$ cat config.mk
export PLATFORM = sky130hd
export DESIGN_NAME = alarm_irq_bank
export DESIGN_NICKNAME = d
export VERILOG_FILES = /design/src/rtl/alarm_bank_pkg.sv /design/src/rtl/alarm_change_latch.sv /design/src/rtl/alarm_sticky_bits.sv /design/src/rtl/alarm_host_regs.sv /design/src/rtl/alarm_irq_bank.sv
export SDC_FILE = /design/constraint.sdc
export NUM_CORES = 1
export LEC_CHECK = 0
export ABC_AREA = 1
export BUFFER_PORTS_ARGS = -buffer_cell sky130_fd_sc_hd__buf_2
export CAP_MARGIN = 0
export CORE_UTILIZATION = 50
export DETAILED_ROUTE_END_ITERATION = 12
export PLACE_DENSITY = 0.85
export SLEW_MARGIN = 40
export SYNTH_ARGS = -nofsm -noshare
export SYNTH_HDL_FRONTEND = slang
export SYNTH_SLANG_ARGS = --single-unit
$ cat constraint.sdc
create_clock -name clk -period 0.9 [get_ports clk]
set_input_delay 0.27 -clock clk [delete_from_list [all_inputs] [get_ports clk]]
set_output_delay 0.27 -clock clk [all_outputs]
set_load 0.05 [all_outputs]
$ cat src/rtl/alarm_bank_pkg.sv
package alarm_bank_pkg;
  typedef enum logic [1:0] {
    REG_STATUS = 2'd0,
    REG_TRANS  = 2'd1,
    REG_STICKY = 2'd2,
    REG_MASK   = 2'd3
  } reg_sel_e;
endpackage

$ cat src/rtl/alarm_change_latch.sv
module alarm_change_latch #(
  parameter int N = 4
) (
  input  logic         clk,
  input  logic         rst_n,
  input  logic [N-1:0] lvl_i,
  input  logic [N-1:0] clr_i,
  output logic [N-1:0] trans_o
);
  logic [N-1:0] prev_q;

  always_ff @(posedge clk or negedge rst_n) begin
    if (!rst_n) prev_q <= '0;
    else        prev_q <= lvl_i;
  end

  for (genvar b = 0; b < N; b++) begin : g_bit
    always_ff @(posedge clk or negedge rst_n) begin
      if (!rst_n)                    trans_o[b] <= 1'b0;
      else if (lvl_i[b] != prev_q[b]) trans_o[b] <= 1'b1;
      else if (clr_i[b])              trans_o[b] <= 1'b0;
    end

    AST_CHANGE_LATCHES: assert property (@(posedge clk) disable iff (!rst_n)
      (lvl_i[b] != prev_q[b]) |=> trans_o[b]);
  end
endmodule

$ cat src/rtl/alarm_sticky_bits.sv
module alarm_sticky_bits #(
  parameter int N = 2
) (
  input  logic         clk,
  input  logic         rst_n,
  input  logic [N-1:0] evt_i,
  input  logic         rd_clr_i,
  input  logic [N-1:0] wr_clr_i,
  output logic [N-1:0] sticky_o
);
  for (genvar b = 0; b < N; b++) begin : g_bit
    always_ff @(posedge clk or negedge rst_n) begin
      if (!rst_n)                          sticky_o[b] <= 1'b0;
      else if (evt_i[b])                   sticky_o[b] <= 1'b1;
      else if (rd_clr_i || wr_clr_i[b])    sticky_o[b] <= 1'b0;
    end

    AST_EVENT_WINS: assert property (@(posedge clk) disable iff (!rst_n)
      evt_i[b] |=> sticky_o[b]);
    AST_READ_CLEARS: assert property (@(posedge clk) disable iff (!rst_n)
      (rd_clr_i && !evt_i[b]) |=> !sticky_o[b]);
  end
endmodule

$ cat src/rtl/alarm_host_regs.sv
module alarm_host_regs
  import alarm_bank_pkg::*;
#(
  parameter int N_LVL = 4,
  parameter int N_EVT = 2,
  localparam int W = N_LVL + N_EVT
) (
  input  logic             clk,
  input  logic             rst_n,
  input  logic             rd_en,
  input  logic             wr_en,
  input  logic [1:0]       addr,
  input  logic [W-1:0]     wdata,
  input  logic [N_LVL-1:0] lvl_i,
  input  logic [N_LVL-1:0] trans_i,
  input  logic [N_EVT-1:0] sticky_i,
  output logic [W-1:0]     mask_o,
  output logic [W-1:0]     wclr_o,
  output logic             rdclr_o,
  output logic [W-1:0]     rdata
);
  logic mask_wr;
  logic [W-1:0] rd_mux;

  assign mask_wr = wr_en && (addr == REG_MASK);
  assign wclr_o  = mask_wr ? wdata : '0;
  assign rdclr_o = rd_en && (addr == REG_STICKY);

  always_comb begin
    unique case (reg_sel_e'(addr))
      REG_STATUS: rd_mux = {{N_EVT{1'b0}}, lvl_i};
      REG_TRANS:  rd_mux = {{N_EVT{1'b0}}, trans_i};
      REG_STICKY: rd_mux = {{N_LVL{1'b0}}, sticky_i};
      default:    rd_mux = mask_o;
    endcase
  end

  always_ff @(posedge clk or negedge rst_n) begin
    if (!rst_n) begin
      mask_o <= '0;
      rdata  <= '0;
    end else begin
      if (mask_wr) mask_o <= wdata;
      if (rd_en)   rdata  <= rd_mux;
    end
  end

  AST_MASK_TAKES_WRITE: assert property (@(posedge clk) disable iff (!rst_n)
    mask_wr |=> (mask_o == $past(wdata)));
  AST_RDATA_HOLDS: assert property (@(posedge clk) disable iff (!rst_n)
    !rd_en |=> $stable(rdata));
endmodule

$ cat src/rtl/alarm_irq_bank.sv
module alarm_irq_bank #(
  parameter int N_LVL = 4,
  parameter int N_EVT = 2,
  localparam int W = N_LVL + N_EVT
) (
  input  logic             clk,
  input  logic             rst_n,
  input  logic [N_LVL-1:0] lvl_i,
  input  logic [N_EVT-1:0] evt_i,
  input  logic             rd_en,
  input  logic             wr_en,
  input  logic [1:0]       addr,
  input  logic [W-1:0]     wdata,
  output logic [W-1:0]     rdata,
  output logic             irq_n
);
  logic [N_LVL-1:0] trans;
  logic [N_EVT-1:0] sticky;
  logic [W-1:0]     mask, wclr, pending;
  logic             rdclr;

  alarm_host_regs #(.N_LVL(N_LVL), .N_EVT(N_EVT)) u_regs (
    .clk(clk), .rst_n(rst_n), .rd_en(rd_en), .wr_en(wr_en), .addr(addr),
    .wdata(wdata), .lvl_i(lvl_i), .trans_i(trans), .sticky_i(sticky),
    .mask_o(mask), .wclr_o(wclr), .rdclr_o(rdclr), .rdata(rdata)
  );

  alarm_change_latch #(.N(N_LVL)) u_chg (
    .clk(clk), .rst_n(rst_n), .lvl_i(lvl_i), .clr_i(wclr[N_LVL-1:0]),
    .trans_o(trans)
  );

  alarm_sticky_bits #(.N(N_EVT)) u_stk (
    .clk(clk), .rst_n(rst_n), .evt_i(evt_i), .rd_clr_i(rdclr),
    .wr_clr_i(wclr[W-1:N_LVL]), .sticky_o(sticky)
  );

  assign pending = {sticky, trans};
  assign irq_n   = ~|(pending & ~mask);

  AST_EVENT_RAISES_IRQ: assert property (@(posedge clk) disable iff (!rst_n)
    (|(evt_i & ~mask[W-1:N_LVL]) && !(wr_en && addr == 2'd3)) |=> !irq_n);
endmodule

==> metrics.yaml <==
status: "finished with violations"
violations: "negative setup slack"
dr_wl_met2_um: 1595
hold_violations: 0
fp.dieH_um: 46.04
grt_overflow: 0
tightest_slew_ns: 0.2866
cts_sinks: 22
setup_viol: 11
wl_met3_um: 157
stdcell_count: 188
finClkSkew_ns: 0.01106
yosys-top-cells-count: "nand2_1 (38), dfrtp_1 (22), nand3_1 (13)"
fin_crit_sh: 1.658
layout-drive-gt1-share: 0.4847
num_rows: 15
wl_per_cell_um: 16.51
netlist_instances: 112
post-route-cell-area_mm2: 0.001513
critPathMaxFanout: 2
ir_drop_mv: 1.589
worstPathArrival_ns: 1.22
wl_met1_um: 1228
rrSetupSlack_ns: -0.12
htree_num_levels: 1
crit_type: "reg2out"
fmax_mhz: 670.1
routed_wl_um: 3103
tritoncts: "done"
avgSynthCellArea_um2: 8.658
ctsLongestPathBuffers: 2
dr.pass1.iters: 4
diodes: 0
period_needed_ns: 1.492
io_pins: 25
finalPower_uw: 2460
synth-seq-cells: 22
placed_cell_area_mm2: 0.001287
yosys_warnings: 0
drc: 0
rr_endpoint: "u_regs.rdata[0]"
synth_area_um2: 969.7
worst_setup_path_start_kind: "flip-flop"
postRouteAntennaNets: 0
topRoutingLayerUsed: "met4"
start_util: 0.5496
n_fill_cell: 98
yosys.cell_types.count: 14
synth_area_leaders: "dfrtp_1 (57%), nand2_1 (15%), nand3_1 (6.7%)"
antenna_found_initial: 0
synth-edff-count: 0
hp-class: "in2reg"
maxSlewViolCount: 0
yosysTopAreaCell: "dfrtp_1"
p_per_area_mw_per_mm2: 1626
gp_congestion: 0.9112
insertion_delay_ns: 0.32
grt.total_usage: 0.2693
synth_ff_type: "dfrtp_1"
drt-initial-drc-count: 30
path_clk_slew_ns: 0.13
nNetsFinal: 182
cts_buffers: 3
vias: 1023
synth_most_common_cell: "nand2_1"
design.die.area_mm2: 0.002120
vias_per_cell: 5.441
finalWorstSetupSlack_ns: -0.5923
hold_depth: 1
grt_setup_unrepaired: "yes"
grt_max_degree: 23
fin_util: 0.8574
required_ns: 0.63
maxCapViolCount: 0
leakage_uw: 0.0007737
fp.dieW_um: 46.04
area_delta_synth_final_pct: 56.00
dp_cells: 177
post-dp-hpwl_um: 1630
timing.hold.ws_ns: 0.09013
hold_start: "lvl_i[3]"
synth_top_area_frac: 0.5677
slew_headroom: 0.8078
synthArstFlopShare: 1.000
core-area_mm2: 0.001764
endpoint_kind: "output port"
grt_pass1_wl_um: 3912
io_buffer_count: 24
synth_nets: 130
ctsRootBufferMaster: "clkbuf_4"
whs_endpoint: "u_chg.prev_q[3]"
rr_worst_depth: 5
synth.yosys.seq_area_share: 0.5677
grt_pass1_vias: 938
timing.rr.start: "u_regs.mask_o[0]"
-- layer usage --
| metal | vias up | track usage |
|---|---|---|
| met5 | - | 0 |
| met4 | 0 | 0.1588 |
| met3 | 15 | 0.03175 |
| met2 | 45 | 0.4704 |
| met1 | 503 | 0.3120 |
| li1 | 460 | - |
-- state kept, by name, indices dropped and copies added (netlist names) --
signal / count
u_regs.mask_o: 6
u_regs.rdata: 6
u_chg.prev_q: 4
u_chg.trans_o: 4
u_stk.sticky_o: 2
-- worst max-delay path: stages (launching register included) --
cell and delay (ns):
dfrtp_1 0.42, nand2_1 0.10, nand3_2 0.11, nor2_4 0.13
buf_8 0.15
-- how the worst max path moves through the flow --
| stage | to | depth (start not counted) | start | slack (ns) |
|---|---|---|---|---|
| 3_3_place_gp | irq_n | 4 | u_stk.sticky_o[0] | -0.27 |
| 5_1_grt | irq_n | 4 | u_chg.trans_o[1] | -0.64 |
| 2_1_floorplan | irq_n | 3 | u_chg.trans_o[1] | -0.19 |
| 6_report | irq_n | 4 | u_chg.trans_o[1] | -0.59 |
| 4_1_cts | irq_n | 5 | u_regs.mask_o[3] | -0.53 |
| 3_5_place_dp | irq_n | 4 | u_stk.sticky_o[0] | -0.27 |
-- power breakdown --
group | internal, uW | switching (uW) | total [uW]
Clock | 247 | 302 | 550
Sequential | 1090 | 59.5 | 1150
Combinational | 325 | 439 | 764
Total | 1660 | 801 | 2460
-- repair_timing --
action	CTS	global route
hold buffers	1	0
gates resized for setup	23	19
setup buffers	6	5
hold endpoints to repair	22	0
setup endpoints to repair	10	12
pin swaps	8	12
-- layout by cell type, fill, tap and decap left out, drive strengths merged --
cell         instances
buf                 48
nand2               39
dfrtp               22
nand3               13
inv                 12
o21ai                9
nor2                 6
xnor2                4
clkbuf               4
a21oi                2
o31ai                2
clkinv               1
dlygate4sd3          1
-- kinds of logic after synthesis --
family | Yosys count | share of synthesized area
compound gates | 13 | 0.07225
xor+xnor | 4 | 0.03613
buf+inv | 15 | 0.06708
flops | 22 | 0.5677
simple gates | 58 | 0.2568
-- metrics by stage --
| step | setup TNS (ns) | setup slack [ns] |
|---|---|---|
| after floorplan | -0.2758 | -0.1861 |
| after global placement | -1.737 | -0.2664 |
| after detailed placement | -2.251 | -0.2714 |
| after CTS | -2.078 | -0.5291 |
| after global routing | -2.798 | -0.6369 |
| final | -2.400 | -0.5923 |
-- area by class of cell --
| type | count | area, um2 | area share |
|---|---|---|---|
| timing repair buffer | 49 | 394.1 | 0.2605 |
| multi-input combinational | 75 | 451.7 | 0.2986 |
| inverter | 13 | 48.80 | 0.03226 |
| tap | 25 | 31.28 | 0.02068 |
| clock buffer | 4 | 36.28 | 0.02399 |
| sequential | 22 | 550.5 | 0.3639 |
Power figures use the tool's default switching activity.
